**config.mk**
```make
export PLATFORM = sky130hd
export DESIGN_NAME = mdm_ctl_loop
export DESIGN_NICKNAME = d
export VERILOG_FILES = /design/src/rtl/mdm_pkg.sv /design/src/rtl/mdm_sync.sv /design/src/rtl/mdm_status.sv /design/src/rtl/mdm_route.sv /design/src/rtl/mdm_ctl_loop.sv
export SDC_FILE = /design/constraint.sdc
export NUM_CORES = 1
export LEC_CHECK = 0
export BUFFER_PORTS_ARGS = -buffer_cell sky130_fd_sc_hd__buf_2
export CELL_PAD_IN_SITES_DETAIL_PLACEMENT = 1
export CELL_PAD_IN_SITES_GLOBAL_PLACEMENT = 1
export CORE_MARGIN = 4
export CORE_UTILIZATION = 34
export DETAILED_ROUTE_END_ITERATION = 10
export PLACE_DENSITY = 0.76
export SETUP_SLACK_MARGIN = 0.02
export SLEW_MARGIN = 20
export SYNTH_ARGS = -nofsm -noshare
export SYNTH_HDL_FRONTEND = slang
export SYNTH_SLANG_ARGS = --single-unit
```
**constraint.sdc**
```tcl
create_clock -name clk -period 1.1 [get_ports clk]
set_input_delay 0.165 -clock clk [delete_from_list [all_inputs] [get_ports clk]]
set_output_delay 0.165 -clock clk [all_outputs]
set_load 0.01 [all_outputs]
```
**src/rtl/mdm_pkg.sv**
```systemverilog
package mdm_pkg;
  localparam int unsigned REG_W   = 8;
  localparam int unsigned LINES   = 4;

  // control register bit positions (decoded by software)
  localparam int unsigned C_DTR   = 0;
  localparam int unsigned C_RTS   = 1;
  localparam int unsigned C_OUT1  = 2;
  localparam int unsigned C_OUT2  = 3;
  localparam int unsigned C_LOOP  = 4;

  // status line order inside the block: [0]=CTS [1]=DSR [2]=RI [3]=DCD
  localparam int unsigned S_CTS   = 0;
  localparam int unsigned S_DSR   = 1;
  localparam int unsigned S_RI    = 2;
  localparam int unsigned S_DCD   = 3;

  // only the low five control bits hold state
  localparam logic [REG_W-1:0] CTL_MASK = 8'h1F;

  // delta bits that fire on the falling (active to inactive) edge only
  localparam logic [LINES-1:0] TRAIL_ONLY = 4'b0100;

  typedef enum logic {
    SEL_CTL = 1'b0,
    SEL_STS = 1'b1
  } reg_sel_e;
endpackage

```
**src/rtl/mdm_sync.sv**
```systemverilog
module mdm_sync #(
  parameter int unsigned WIDTH  = 4,
  parameter int unsigned STAGES = 2,
  parameter logic        RST_V  = 1'b1
) (
  input  logic             clk,
  input  logic             rst,
  input  logic [WIDTH-1:0] d,
  output logic [WIDTH-1:0] q
);
  logic [WIDTH-1:0] chain [STAGES];

  for (genvar s = 0; s < STAGES; s++) begin : g_stage
    always_ff @(posedge clk) begin
      if (rst)
        chain[s] <= {WIDTH{RST_V}};
      else if (s == 0)
        chain[s] <= d;
      else
        chain[s] <= chain[(s == 0) ? 0 : s-1];
    end
  end

  assign q = chain[STAGES-1];
endmodule

```
**src/rtl/mdm_status.sv**
```systemverilog
module mdm_status #(
  parameter int unsigned          W     = 4,
  parameter logic [W-1:0]         TRAIL = '0
) (
  input  logic         clk,
  input  logic         rst,
  input  logic [W-1:0] sel,
  input  logic         clr,
  output logic [W-1:0] stat_q,
  output logic [W-1:0] delta_q
);
  for (genvar i = 0; i < W; i++) begin : g_line
    logic hit;
    if (TRAIL[i]) begin : g_trail
      assign hit = stat_q[i] & ~sel[i];
    end else begin : g_any
      assign hit = stat_q[i] ^ sel[i];
    end

    always_ff @(posedge clk) begin
      if (rst) begin
        stat_q[i]  <= 1'b0;
        delta_q[i] <= 1'b0;
      end else begin
        stat_q[i]  <= sel[i];
        // a new event on the clearing read cycle is kept
        delta_q[i] <= hit | (delta_q[i] & ~clr);
      end
    end
  end
endmodule

```
**src/rtl/mdm_route.sv**
```systemverilog
module mdm_route #(
  parameter int unsigned LINES = 4
) (
  input  logic             clk,
  input  logic             rst,
  input  logic             loop,
  input  logic [LINES-1:0] ctl,
  input  logic             tx_sout,
  input  logic             sin,
  output logic [LINES-1:0] ctl_n_q,
  output logic             sout_q,
  output logic             rx_sin_q
);
  always_ff @(posedge clk) begin
    if (rst) begin
      ctl_n_q  <= '1;
      sout_q   <= 1'b1;
      rx_sin_q <= 1'b1;
    end else begin
      ctl_n_q  <= loop ? '1 : ~ctl;
      sout_q   <= loop ? 1'b1 : tx_sout;
      rx_sin_q <= loop ? tx_sout : sin;
    end
  end
endmodule

```
**src/rtl/mdm_ctl_loop.sv**
```systemverilog
module mdm_ctl_loop
  import mdm_pkg::*;
#(
  parameter int unsigned SYNC_STAGES = 2
) (
  input  logic       clk,
  input  logic       rst,
  input  logic       wr_en,
  input  logic       rd_en,
  input  logic       addr,
  input  logic [7:0] wdata,
  output logic [7:0] rdata,
  input  logic       msi_en,
  input  logic       cts_n,
  input  logic       dsr_n,
  input  logic       ri_n,
  input  logic       dcd_n,
  output logic       dtr_n,
  output logic       rts_n,
  output logic       out1_n,
  output logic       out2_n,
  input  logic       tx_sout,
  output logic       sout,
  input  logic       sin,
  output logic       rx_sin,
  output logic       irq_msr
);
  reg_sel_e         sel_reg;
  logic [REG_W-1:0] ctl_q;
  logic             loop_q;
  logic [LINES-1:0] pin_raw, pin_s, line_sel, stat_q, delta_q, ctl_n_q;
  logic             sts_rd;
  logic [REG_W-1:0] rdata_q;
  logic             irq_q;

  assign sel_reg = reg_sel_e'(addr);
  assign sts_rd  = rd_en && (sel_reg == SEL_STS);
  assign loop_q  = ctl_q[C_LOOP];

  // control register: bits above the mask never hold a one
  always_ff @(posedge clk) begin
    if (rst)
      ctl_q <= '0;
    else if (wr_en && sel_reg == SEL_CTL)
      ctl_q <= wdata & CTL_MASK;
  end

  // handshake input synchronizer, reset to the inactive level
  assign pin_raw = {dcd_n, ri_n, dsr_n, cts_n};

  mdm_sync #(.WIDTH(LINES), .STAGES(SYNC_STAGES), .RST_V(1'b1)) u_sync (
    .clk (clk),
    .rst (rst),
    .d   (pin_raw),
    .q   (pin_s)
  );

  // status source: loopback feeds the control bits back in
  always_comb begin
    if (loop_q) begin
      line_sel[S_CTS] = ctl_q[C_RTS];
      line_sel[S_DSR] = ctl_q[C_DTR];
      line_sel[S_RI]  = ctl_q[C_OUT1];
      line_sel[S_DCD] = ctl_q[C_OUT2];
    end else begin
      line_sel = ~pin_s;
    end
  end

  mdm_status #(.W(LINES), .TRAIL(TRAIL_ONLY)) u_stat (
    .clk     (clk),
    .rst     (rst),
    .sel     (line_sel),
    .clr     (sts_rd),
    .stat_q  (stat_q),
    .delta_q (delta_q)
  );

  mdm_route #(.LINES(LINES)) u_route (
    .clk      (clk),
    .rst      (rst),
    .loop     (loop_q),
    .ctl      (ctl_q[LINES-1:0]),
    .tx_sout  (tx_sout),
    .sin      (sin),
    .ctl_n_q  (ctl_n_q),
    .sout_q   (sout),
    .rx_sin_q (rx_sin)
  );

  assign dtr_n  = ctl_n_q[C_DTR];
  assign rts_n  = ctl_n_q[C_RTS];
  assign out1_n = ctl_n_q[C_OUT1];
  assign out2_n = ctl_n_q[C_OUT2];

  always_ff @(posedge clk) begin
    if (rst) begin
      rdata_q <= '0;
      irq_q   <= 1'b0;
    end else begin
      if (rd_en)
        rdata_q <= (sel_reg == SEL_STS) ? {stat_q, delta_q} : ctl_q;
      irq_q <= msi_en & (|delta_q);
    end
  end

  assign rdata   = rdata_q;
  assign irq_msr = irq_q;
endmodule

```
Yosys cells after proc, flatten, opt, wreduce, memory -nomap -nowiden:

Memory sizes are Yosys's and may differ from the RTL's.
Index checks and enable logic that the tools add are counted.

* bitwise operators: 20
* reductions and logical operators: 4
* multiplexer cells: 8

Operators by type and width (count)
* 4-bit two-way mux: 3
* 8-bit two-way mux: 1
* 4-bit inverter: 2
* 1-bit AND: 6
* 1-bit bitwise OR: 6
* 1-bit two-way mux: 4
* 4-bit OR reduction: 1
* 1-bit inverter: 3
* 1-bit bitwise XOR: 3
* 1-bit logical AND: 2
* 2-bit OR reduction: 1

* bits of input ports: 20
* register bits: 28
* output and inout bits: 15
* memories: 1
* RAM bits: 8
* logic and storage cells: 47

Memory list
* u_sync.chain: words 2, bits a word 4, read ports 2, clocked after Yosys merged registers in 0, write ports 2, line mdm_sync.sv:11 `logic [WIDTH-1:0] chain [STAGES];`

Logic depth before layout (Yosys ltp):

Gate-level depths: netlist (run 1).
An unclocked memory read counts as a cell.

* depth after elaboration: 6
* depth in mapped cells: 5
* depth with buffers taken out: 3

Hierarchy:

Synthesis (run 1) repeated with hierarchy kept, for this count alone.

* cell total of the unflattened synthesis: 119
* area, all modules: 1262.5 um^2

By module, submodules not included
* mdm_ctl_loop: cells each 65, sequential area each 280.3 um^2, instances 1, area each 629.4 um^2
* mdm_status: cells each 24, sequential area each 160.2 um^2, instances 1, area each 262.8 um^2
* mdm_sync: cells each 16, sequential area each 160.2 um^2, instances 1, area each 210.2 um^2
* mdm_route: cells each 14, sequential area each 120.1 um^2, instances 1, area each 160.2 um^2

Worst setup path before layout (run 1):

OpenSTA, ideal clock, no wires.

* kind: flip-flop to flip-flop
* start: register ctl_q[4]
* end: register u_stat.delta_q[3]
* setup time: 74 ps
* arrival time: 1028 ps
* cell stages (with the launch flop): 5
* required time: 1026 ps
* path buffers: 1
* slack: -3 ps
* period minus slack after synthesis: 1103 ps
* path through: dfxtp_1 buf_6 nor2b_4 or3_1 a31oi_1

* cells in the longest elaborated chain, start to end: 3

RTL lines
* start: declaration: line mdm_ctl_loop.sv:29 `logic [REG_W-1:0] ctl_q;`
* start signal: assignment: line mdm_ctl_loop.sv:45 `ctl_q <= wdata & CTL_MASK;`
* 4-bit two-way mux: line mdm_ctl_loop.sv:60 `if (loop_q) begin`
* 1-bit bitwise XOR: line mdm_status.sv:17 `assign hit = stat_q[i] ^ sel[i];`
* 1-bit bitwise OR: line mdm_status.sv:27 `delta_q[i] <= hit | (delta_q[i] & ~clr);`
* end signal: indexed assignment: line mdm_status.sv:27
* end: declaration: line mdm_status.sv:10 `output logic [W-1:0] delta_q`

Every way passes these cells.
A chain may end at the register's enable or synchronous reset.

Worst setup path in the final report (run 1):

* start: register ctl_q[4]
* end: register u_route.rx_sin_q

* cells in the longest elaborated chain, start to end: 1

RTL lines
* 1-bit two-way mux: line mdm_route.sv:22 `rx_sin_q <= loop ? tx_sout : sin;`
* end signal: assignment: line mdm_route.sv:22
* end: declaration: line mdm_route.sv:12 `output logic rx_sin_q`

Every way passes these cells.

==> out/results.txt, run 1 <==
First-pass GRT wire length -> 4.96 mm
Crit-path max FO -> 6
H-tree depth -> 2
Leak Pwr -> 0.718 nW
GRT Util Overall -> 13.0%
Die height -> 69.2 um
Max Root-Sink Buffers -> 2
Post-synthesis cell type count -> 24
CTS Buf Count -> 5
Largest net degree at the start of global routing -> 21
Pre-CTS setup slack -> -112 ps
Crit start category -> flip-flop
Clk sinks -> 36
Failing checks -> negative setup slack
Post-synth EDFFs -> 0
Share of cells above drive strength 1 -> 40.5%
DRC viols -> 0
CTS Hold Buffers Added -> 0
Async S/R FF share, synth -> 0%
Max Transition Viols Final -> 0
Syn_area_per_cell -> 10.2 um2
Final Hold Fails -> 0
Routed WL -> 2.97 mm
Detailed-route via count -> 1,022
Post-DP HPWL -> 2.17 mm
Core ar. -> 3470 um2
GR Overflow Total -> 0
Tcrit/Tclk final -> 107%
Unrepaired setup endpoints after global routing -> yes
CP Data Required Time -> 1270 ps
Most used DFF post-synth -> dfxtp_1
Relative slew slack -> 75.7%
Highest Clock Rate -> 851 MHz
Nets -> 192
Number of global-route vias before repair -> 1,126
# rows -> 21
Outcome -> complete, but fails checks
Post-Layout Cell Count -> 219
PnR worst setup slack -> -75.5 ps
Placed cells -> 207
Most frequent cell after synthesis -> dfxtp_1
Cells after Synth -> 125
Synth Warn # -> 0
Initial core utilization -> 36.7%
Antenna-violating nets left -> 0
Initial antenna violation count -> 0
Syn nets -> 145
Synth area leader -> dfxtp_1
Pwr per Cell Area -> 1580 nW/um2
Vias per cell -> 4.67
Die ar. -> 4790 um2
Area after DPL -> 1540 um2
DR WL/cell -> 13.6 um
CTS clk-pin slew, worst paths -> 60 ps
Synth top area share -> 56.6%
DRT iter0 DRCs -> 23
Syn-to-layout area delta -> 31.4%
DIE WIDTH -> 69.2 um
Pre-Repair DR Iteration Count -> 4
Port bufs -> 31
Area contributors post-synth -> dfxtp_1, mux2i_1, or2_2, nor2_1, a211oi_1
Critical Path AT -> 1350 ps
Clock latency on the worst-skew pair -> 290 ps
Worst Skew -> 6.37 ps
I/O pin total -> 35
Peak supply drop -> 798 uV
Max-cap violations -> 0
Worst-margin pin slew -> 361 ps
Min Tclk post-route -> 1180 ps
Register area share after synthesis -> 56.6%
Root buffer cell -> clkbuf_8
Worst Hold Class -> input pin to flip-flop
CTS tree -> built
Post-Syn Area -> 1270 um2
Inserted Diodes -> 0
CP endpoint kind -> flip-flop
Fin area -> 1670 um2
Routability cong. -> 0.732
Final-report setup violation count -> 3
CP Class -> flip-flop to flip-flop
Overall power -> 0.00265 W
Synth cell count leaders -> dfxtp_1, nor2_1, mux2i_1, nand2_1, or2_2
FF+latch count, synth -> 36
[logic make-up (layout without fill, tap and decap cells)]
| group | Yosys count | count (layout) | share of synthesized area [%] |
|---|---|---|---|
| mux | 10 | 10 | 7.86 |
| flops | 36 | 36 | 56.6 |
| simple gates | 54 | 54 | 24.0 |
| compound gates | 17 | 17 | 8.35 |
| buf+inv | 8 | 56 | 3.24 |
[layout by cell type (no fill, tap or decap), types with 3 or more instances in the layout]
master	netlist	routed
a21oi_1	4	4
a211oi_1	5	5
nand3_1	3	3
buf_2	3	31
and2b_1	4	3
a31oi_1	3	3
nand2b_1	3	3
nor2_1	11	10
nand2_1	9	9
buf_4	0	16
nor3_1	4	4
or3_1	4	4
mux2i_1	10	10
dfxtp_1	36	35
clkbuf_8	0	6
or2_2	8	8
[flip-flops by register name, indices dropped and copies added (netlist names)]
| register | flops |
|---|---|
| u_route.sout_q | 1 |
| u_sync.chain | 8 |
| u_route.ctl_n_q | 4 |
| ctl_q | 5 |
| rdata | 8 |
| u_route.rx_sin_q | 1 |
| u_stat.stat_q | 4 |
| irq_msr | 1 |
| u_stat.delta_q | 4 |
[layer usage]
metal	wire (um)	GRT usage, %	vias up
met5	0	0	-
met4	65	7.16	0
met3	177	4.78	5
met2	1460	21.7	27
met1	1260	14.0	475
li1	-	-	515
[critical path, stage by stage (launching register included)]
cell	delay [ps]
dfxtp_4	380
buf_4	120
buf_4	110
and2b_1	170
a211o_2	290
[where the power goes]
group / switching [W] / internal, W / leakage (nW)
clock: 0.000436 / 0.000510 / 0.0455
sequential: 0.0000387 / 0.00137 / 0.297
combinational: 0.000139 / 0.000152 / 0.376
[repair_timing]
action,CTS,global route
buffers inserted,2,2
endpoints found under the setup margin,5,6
pin swaps,4,3
resized for setup,5,2
[layout make-up]
type | instances | area (um2)
Fill cell | 421 | 1790
Sequential cell | 36 | 724
Multi-Input combinational cell | 81 | 515
Timing Repair Buffer | 48 | 287
Clock buffer | 8 | 90.1
Tap cell | 46 | 57.6
[worst paths after layout]
path | start | endpoint | slack (ps) | cells after the start
min | dcd_n | u_sync.chain[0][3]$_SDFF_PP1_ | 60 | 2
max | ctl_q[4]$_SDFFE_PP0P_ | u_route.rx_sin_q$_SDFF_PP1_ | -80 | 4
min reg2reg | u_sync.chain[0][1]$_SDFF_PP1_ | u_sync.chain[1][1]$_SDFF_PP1_ | 410 | 1
max reg2reg | ctl_q[4]$_SDFFE_PP0P_ | u_route.rx_sin_q$_SDFF_PP1_ | -80 | 4
[stage by stage]
stage                     util, %  TNS (ps)  hold WS [ps]
final                        48.3      -190          58.9
after global routing         48.3      -464          50.9
after CTS                    47.8      -210          51.4
after detailed placement     44.5      -370           352
after global placement       44.5      -267           347
after floorplan                 -         0           264
Note: power is estimated with default switching activity, not from simulation.
==> run 2: changes to the inputs <==
--- a/config.mk
+++ b/config.mk
@@ -11,9 +11,10 @@
 export CORE_MARGIN = 4
 export CORE_UTILIZATION = 34
 export DETAILED_ROUTE_END_ITERATION = 10
-export PLACE_DENSITY = 0.76
+export PLACE_DENSITY = 0.75
 export SETUP_SLACK_MARGIN = 0.02
 export SLEW_MARGIN = 20
 export SYNTH_ARGS = -nofsm -noshare
 export SYNTH_HDL_FRONTEND = slang
+export SYNTH_HIERARCHICAL = 1
 export SYNTH_SLANG_ARGS = --single-unit
==> out/results.txt, run 2 <==
Outcome -> finished, final reports clean
GRT Util Overall -> 13.1% (+0.13 points)
CTS Buf Count -> 5 (unchanged)
Post-synthesis cell type count -> 21 (-13%)
Core ar. -> 3470 um2 (unchanged)
Tcrit/Tclk final -> 96.4% (-10 points)
Placed cells -> 195 (-5.8%)
Max Transition Viols Final -> 0 (unchanged)
Syn-to-layout area delta -> 26.2%
Die ar. -> 4750 um2 (-0.78%)
Multi-input logic area -> 520 um2 (+0.97%)
Crit Reg-Reg Startpoint -> ctl_q[4]$_SDFFE_PP0P_
Die height -> 68.9 um (-0.39%)
Most frequent cells in the layout -> dfxtp_1, buf_2, mux2i_1
Highest Clock Rate -> 943 MHz (+11%)
Post-DP HPWL -> 1.92 mm (-12%)
Worst-margin pin slew -> 535 ps (+174 ps)
Antenna-violating nets left -> 0 (unchanged)
DIE WIDTH -> 68.9 um (-0.39%)
Worst Skew -> 5.49 ps (-0.871 ps)
Most used DFF post-synth -> dfxtp_1
Initial core utilization -> 36.4% (-0.32 points)
Pre-Repair DR Iteration Count -> 2 (-2)
# rows -> 21 (unchanged)
Final Hold Fails -> 0 (unchanged)
Root buffer cell -> clkbuf_8
Switching Fraction -> 23.0% (-0.15 points)
FF+latch count, synth -> 36 (unchanged)
Final core utilization -> 45.9% (-2.3 points)
Most frequent cell after synthesis -> dfxtp_1
First-pass GRT wire length -> 4.28 mm (-14%)
Largest net degree at the start of global routing -> 34 (+62%)
CP max stage cell -> dfxtp_4
Commonest non-fill, non-tap cell in the layout -> dfxtp_1
Max-cap violations -> 0 (unchanged)
Detailed-route via count -> 940 (-8.0%)
DRT iter0 DRCs -> 27 (+17%)
Clk sinks -> 36 (unchanged)
Synth top area share -> 57.1% (+0.50 points)
Area contributors post-synth -> dfxtp_1, mux2i_1, nand2b_1, or2_1, nor2_1
HP Start -> dsr_n
Met3 wire length -> 178 um (+0.56%)
Register area share after synthesis -> 57.1% (+0.50 points)
Delay-heaviest family, CP -> flip-flops
Initial antenna violation count -> 0 (unchanged)
Critical Path AT -> 1210 ps (-140 ps)
R2R setup slack -> 40 ps (+120 ps)
FF/Latch Area -> 724 um2 (unchanged)
Routed WL -> 2.70 mm (-9.3%)
Relative slew slack -> 64.3% (-11 points)
Inserted Diodes -> 0 (unchanged)
H-tree depth -> 2 (unchanged)
Largest stage delay, worst path -> 420 ps (+40 ps)
R2R depth -> 3 (-1)
Post-CTS Setup Inserts -> 0 (-2)
Async S/R FF share, synth -> 0% (unchanged)
Peak supply drop -> 961 uV (+20%)
GR Overflow Total -> 0 (unchanged)
Worst path bufs/invs -> 0 (-2)
Leak Pwr -> 0.648 nW (-9.8%)
Power share of the combinational group -> 8.9% (-2.1 points)
Worst hold path depth -> 2 (unchanged)
Port bufs -> 31 (unchanged)
Post-synth EDFFs -> 0 (unchanged)
Syn nets -> 139 (-4.1%)
Cells after Synth -> 119 (-4.8%)
Met2 routed WL -> 1.36 mm (-7.0%)
Share of cells above drive strength 1 -> 29.9% (-11 points)
Nets -> 176 (-8.3%)
Crit start category -> flip-flop
Net Sw Power -> 0.000595 W (-2.9%)
Routability cong. -> 0.746 (+2.0%)
CP Class -> flip-flop to flip-flop
Synth cell count leaders -> dfxtp_1, mux2i_1, nor2_1, nand2b_1, or2_1
Post-Syn Area -> 1260 um2 (-0.88%)
Pwr per Cell Area -> 1620 nW/um2 (+2.7%)
CP Data Required Time -> 1250 ps (-20 ps)
Number of global-route vias before repair -> 944 (-16%)
Unrepaired setup endpoints after global routing -> yes
Max Root-Sink Buffers -> 2 (unchanged)
Met1 WL -> 1.08 mm (-14%)
CTS clk-pin slew, worst paths -> 70 ps (about the same)
Clock latency on the worst-skew pair -> 290 ps (about the same)
Synth area leader -> dfxtp_1
Int Pwr -> 0.00199 W (-2.1%)
Seq pwr share -> 54.2% (+0.9 points)
Top Metal Used -> met4
Crit-path max FO -> 6 (unchanged)
Clk pwr share -> 36.9% (+1.2 points)
Final-report setup violation count -> 0 (-3)
Synth Warn # -> 6 (+6)
Min Tclk post-route -> 1060 ps (-115 ps)
Worst-path cell chain -> mux2i_4 -> xnor2_2 -> a21oi_1
Fin area -> 1590 um2 (-4.9%)
Hold path endpoint -> u_sync/chain[0][1]$_SDFF_PP1_
Reg2reg end -> u_stat/delta_q[3]$_SDFF_PP0_
DRC viols -> 0 (unchanged)
Post-Layout Cell Count -> 203 (-7.3%)
CP endpoint kind -> flip-flop
Vias per cell -> 4.63 (-0.77%)
Fill count -> 427 (+1.4%)
Area after DPL -> 1470 um2 (-4.9%)
Worst Hold Class -> input pin to flip-flop
DR WL/cell -> 13.3 um (-2.1%)
CTS tree -> built
Syn_area_per_cell -> 10.6 um2 (+4.1%)
I/O pin total -> 35 (unchanged)
run 2: cell type report:
class | count | share of cell area [%]
clock buffers | 8 | 5.66
well taps | 46 | 3.61
repair buffers | 35 | 11.6
inverters | 4 | 0.943
flip-flops and latches | 36 | 45.5
multi-input cells | 74 | 32.7
run 2: through the flow:
| step | setup slack (ps) | power, W | hold WS (ps) | setup TNS (ps) |
|---|---|---|---|---|
| after floorplan | 41.9 | 0.00156 | 234 | 0 |
| after global placement | -7.98 | 0.00164 | 340 | -16.9 |
| after detailed placement | -84.1 | 0.00165 | 347 | -194 |
| after CTS | 36.3 | 0.00261 | 41.3 | 0 |
| after global routing | -21.4 | 0.00270 | 47.3 | -34.3 |
| final | 39.8 | 0.00259 | 52.2 | 0 |
run 2: cell families (layout without fill, tap and decap cells):
logic type | after synthesis | after routing | synth area share, %
buffers and inverters | 9 | 47 | 4.26
AND/OR/NAND/NOR | 44 | 44 | 19.0
AO/OA/AOI/OAI | 13 | 13 | 6.44
flip-flops | 36 | 36 | 57.1
XOR/XNOR | 3 | 3 | 2.08
multiplexers | 14 | 14 | 11.1
run 2: worst max path at each step:
stage | depth (start not counted) | startpoint | slack, ps | endpoint
5_1_grt | 3 | ctl_q[4]$_SDFFE_PP0P_ | -20 | u_stat/delta_q[0]$_SDFF_PP0_
3_3_place_gp | 3 | ctl_q[4]$_SDFFE_PP0P_ | -8 | u_stat/delta_q[3]$_SDFF_PP0_
2_1_floorplan | 4 | ctl_q[4]$_SDFFE_PP0P_ | 40 | u_stat/delta_q[0]$_SDFF_PP0_
4_1_cts | 3 | ctl_q[4]$_SDFFE_PP0P_ | 40 | u_stat/delta_q[1]$_SDFF_PP0_
6_report | 3 | ctl_q[4]$_SDFFE_PP0P_ | 40 | u_stat/delta_q[3]$_SDFF_PP0_
3_5_place_dp | 3 | ctl_q[4]$_SDFFE_PP0P_ | -80 | u_stat/delta_q[1]$_SDFF_PP0_
run 2: repair_timing:
action / in CTS / in global routing
hold buffers: 0 / 0
pin swaps: 0 / 4
endpoints found under the setup margin: 5 / 3
gates resized for setup: 3 / 4
run 2: worst register-to-register path, cell delays in order, from the launching register on:
cell and delay [ps]:
dfxtp_4 420, mux2i_4 290, xnor2_2 140, a21oi_1 80
run 2: power groups by stage:
stage	combinational, W	clock (W)	sequential, W
after global placement	0.000213	0	0.00142
after floorplan	0.000127	0	0.00143
after CTS	0.000227	0.000989	0.00140
after detailed placement	0.000224	0	0.00143
final	0.000231	0.000954	0.00140
after global routing	0.000259	0.00103	0.00141
run 2: per-layer routing:
metal | GRT usage [%] | vias to the layer above
met2 | 21.5 | 26
met1 | 13.3 | 440
met3 | 4.38 | 9
met4 | 10.9 | 0
met5 | 0 | -
li1 | - | 465
==> run 3: changes to the inputs <==
--- a/config.mk
+++ b/config.mk
@@ -6,12 +6,14 @@
 export NUM_CORES = 1
 export LEC_CHECK = 0
 export BUFFER_PORTS_ARGS = -buffer_cell sky130_fd_sc_hd__buf_2
+export CAP_MARGIN = 20
 export CELL_PAD_IN_SITES_DETAIL_PLACEMENT = 1
 export CELL_PAD_IN_SITES_GLOBAL_PLACEMENT = 1
 export CORE_MARGIN = 4
 export CORE_UTILIZATION = 34
 export DETAILED_ROUTE_END_ITERATION = 10
 export PLACE_DENSITY = 0.75
+export REMOVE_ABC_BUFFERS = 1
 export SETUP_SLACK_MARGIN = 0.02
 export SLEW_MARGIN = 20
 export SYNTH_ARGS = -nofsm -noshare
==> out/results.txt, run 3 (same netlist as run 2, synthesis figures left out) <==
Outcome -> finished, final reports clean
Placed cells -> 196 (+0.51%)
DR WL/cell -> 14.2 um (+7.1%)
Routed WL -> 2.90 mm (+7.6%)
DIE WIDTH -> 68.9 um (unchanged)
Relative slew slack -> 61.9% (-2.5 points)
Worst hold path depth -> 2 (unchanged)
Post-DP HPWL -> 2.05 mm (+6.6%)
I/O pin total -> 35 (unchanged)
Leak Pwr -> 0.676 nW (+4.4%)
Number of global-route vias before repair -> 990 (+4.9%)
Syn-to-layout area delta -> 31.8%
Crit-path max FO -> 6 (unchanged)
GR Overflow Total -> 0 (unchanged)
Worst-margin pin slew -> 572 ps (+36.8 ps)
Most frequent cells in the layout -> dfxtp_1, buf_2, mux2i_1, nor2_1
Crit start category -> flip-flop
CTS Hold Buffers Added -> 0 (unchanged)
Hold_ws -> 45.8 ps (-6.36 ps)
Commonest non-fill, non-tap cell in the layout -> dfxtp_1
Fill count -> 400 (-6.3%)
Antenna-violating nets left -> 0 (unchanged)
Pre-CTS setup slack -> -102 ps (-17.5 ps)
Worst Skew -> 5.43 ps (-0.0686 ps)
Nets -> 177 (+0.57%)
Root buffer cell -> clkbuf_8
Worst Setup EP -> u_stat/delta_q[2]$_SDFF_PP0_
CP Data Required Time -> 1250 ps (about the same)
Clock latency on the worst-skew pair -> 290 ps (about the same)
Peak supply drop -> 916 uV (-4.7%)
DRC viols -> 0 (unchanged)
R2R depth -> 3 (unchanged)
R2R setup slack -> 4 ps (-40 ps)
Tcrit/Tclk final -> 99.6% (+3.2 points)
Unrepaired setup endpoints after global routing -> yes
Initial antenna violation count -> 0 (unchanged)
CP Class -> flip-flop to flip-flop
Inserted Diodes -> 0 (unchanged)
DRT iter0 DRCs -> 41 (+52%)
Max Root-Sink Buffers -> 2 (unchanged)
Worst Hold Class -> input pin to flip-flop
PnR worst setup slack -> 4.14 ps (-35.6 ps)
CTS clk-pin slew, worst paths -> 70 ps (about the same)
First-pass GRT wire length -> 4.52 mm (+5.5%)
Critical Path AT -> 1240 ps (+30 ps)
Max Transition Viols Final -> 0 (unchanged)
CP startpoint -> ctl_q[4]$_SDFFE_PP0P_
Highest Clock Rate -> 913 MHz (-3.3%)
CTS Buf Count -> 5 (unchanged)
Clk sinks -> 36 (unchanged)
CTS tree -> built
Reg2reg end -> u_stat/delta_q[2]$_SDFF_PP0_
H-tree depth -> 2 (unchanged)
Detailed-route via count -> 947 (+0.74%)
Vias per cell -> 4.64 (+0.25%)
Initial core utilization -> 36.4% (unchanged)
Die ar. -> 4750 um2 (unchanged)
Port bufs -> 31 (unchanged)
Overall power -> 0.00292 W (+13%)
Pwr per Cell Area -> 1750 nW/um2 (+8.0%)
Final-report setup violation count -> 0 (unchanged)
CP endpoint kind -> flip-flop
Core ar. -> 3470 um2 (unchanged)
Final Hold Fails -> 0 (unchanged)
Max-cap violations -> 0 (unchanged)
Post-Layout Cell Count -> 204 (+0.49%)
Largest net degree at the start of global routing -> 34 (unchanged)
Share of cells above drive strength 1 -> 34.2% (+4.2 points)
GRT Util Overall -> 13.6% (+0.55 points)
Crit Reg-Reg Startpoint -> ctl_q[4]$_SDFFE_PP0P_
# rows -> 21 (unchanged)
Pre-Repair DR Iteration Count -> 3 (+1)
Routability cong. -> 0.723 (-3.2%)
Die height -> 68.9 um (unchanged)
Min Tclk post-route -> 1100 ps (+35.6 ps)
-- run 3: cell count changes in the layout (fill, tap and decap cells not counted), sizes merged --
cell and delta:
buf +1, bufinv +1, clkbuf -1
-- run 3: worst min path at each step --
stage / to / start / slack, ps
after detailed placement: u_sync/chain[0][2]$_SDFF_PP1_ / ri_n / 350
after global placement: u_sync/chain[0][3]$_SDFF_PP1_ / dcd_n / 340
after CTS: u_sync/chain[0][2]$_SDFF_PP1_ / ri_n / 40
after global routing: u_sync/chain[0][0]$_SDFF_PP1_ / cts_n / 40
final: u_sync/chain[0][2]$_SDFF_PP1_ / ri_n / 50
after floorplan: rdata[5]$_SDFFE_PP0P_ / rst / 230
-- run 3: layout make-up --
type | instances | area (um2) | area share, %
repair buffers | 36 | 193 | 11.6
clock inverters | 1 | 30.0 | 1.80
inverters | 4 | 15.0 | 0.902
flip-flops and latches | 36 | 724 | 43.5
multi-input cells | 74 | 548 | 32.9
well taps | 46 | 57.6 | 3.46
clock buffers | 7 | 96.3 | 5.79
-- run 3: worst max-delay path, stage by stage (launching register included) --
cell	delay [ps]
dfxtp_4	440
mux2i_1	300
nand2b_1	150
a21oi_1	60
-- run 3: power breakdown --
group / switching [W] / internal [W] / total [W] / leakage, nW
logic: 0.000124 / 0.000125 / 0.000250 / 0.316
registers: 0.0000396 / 0.00136 / 0.00140 / 0.296
clock network: 0.000465 / 0.000799 / 0.00126 / 0.0645
-- run 3: stage by stage --
stage	utilization (%)	setup TNS (ps)	cell area, um2
2_1_floorplan	-	0	1220
3_3_place_gp	42.5	-15.2	1470
3_5_place_dp	42.5	-287	1470
4_1_cts	46.5	0	1610
5_1_grt	48.0	-137	1660
6_report	48.0	0	1660
-- run 3: what timing repair did --
action / in CTS / in global routing
buffers inserted: 0 / 0
pin swaps: 0 / 6
endpoints found under the setup margin: 4 / 4
cloned: 0 / 0
resized for setup: 4 / 8
-- run 3: per-layer routing --
metal | track usage [%] | vias up | routed length, um | share of wire, %
met4 | 9.49 | 0 | 40 | 1.4
met3 | 3.89 | 5 | 189 | 6.5
met2 | 24.2 | 27 | 1530 | 53
met1 | 13.6 | 452 | 1140 | 39
li1 | - | 463 | - | -
met5 | 0 | - | 0 | 0
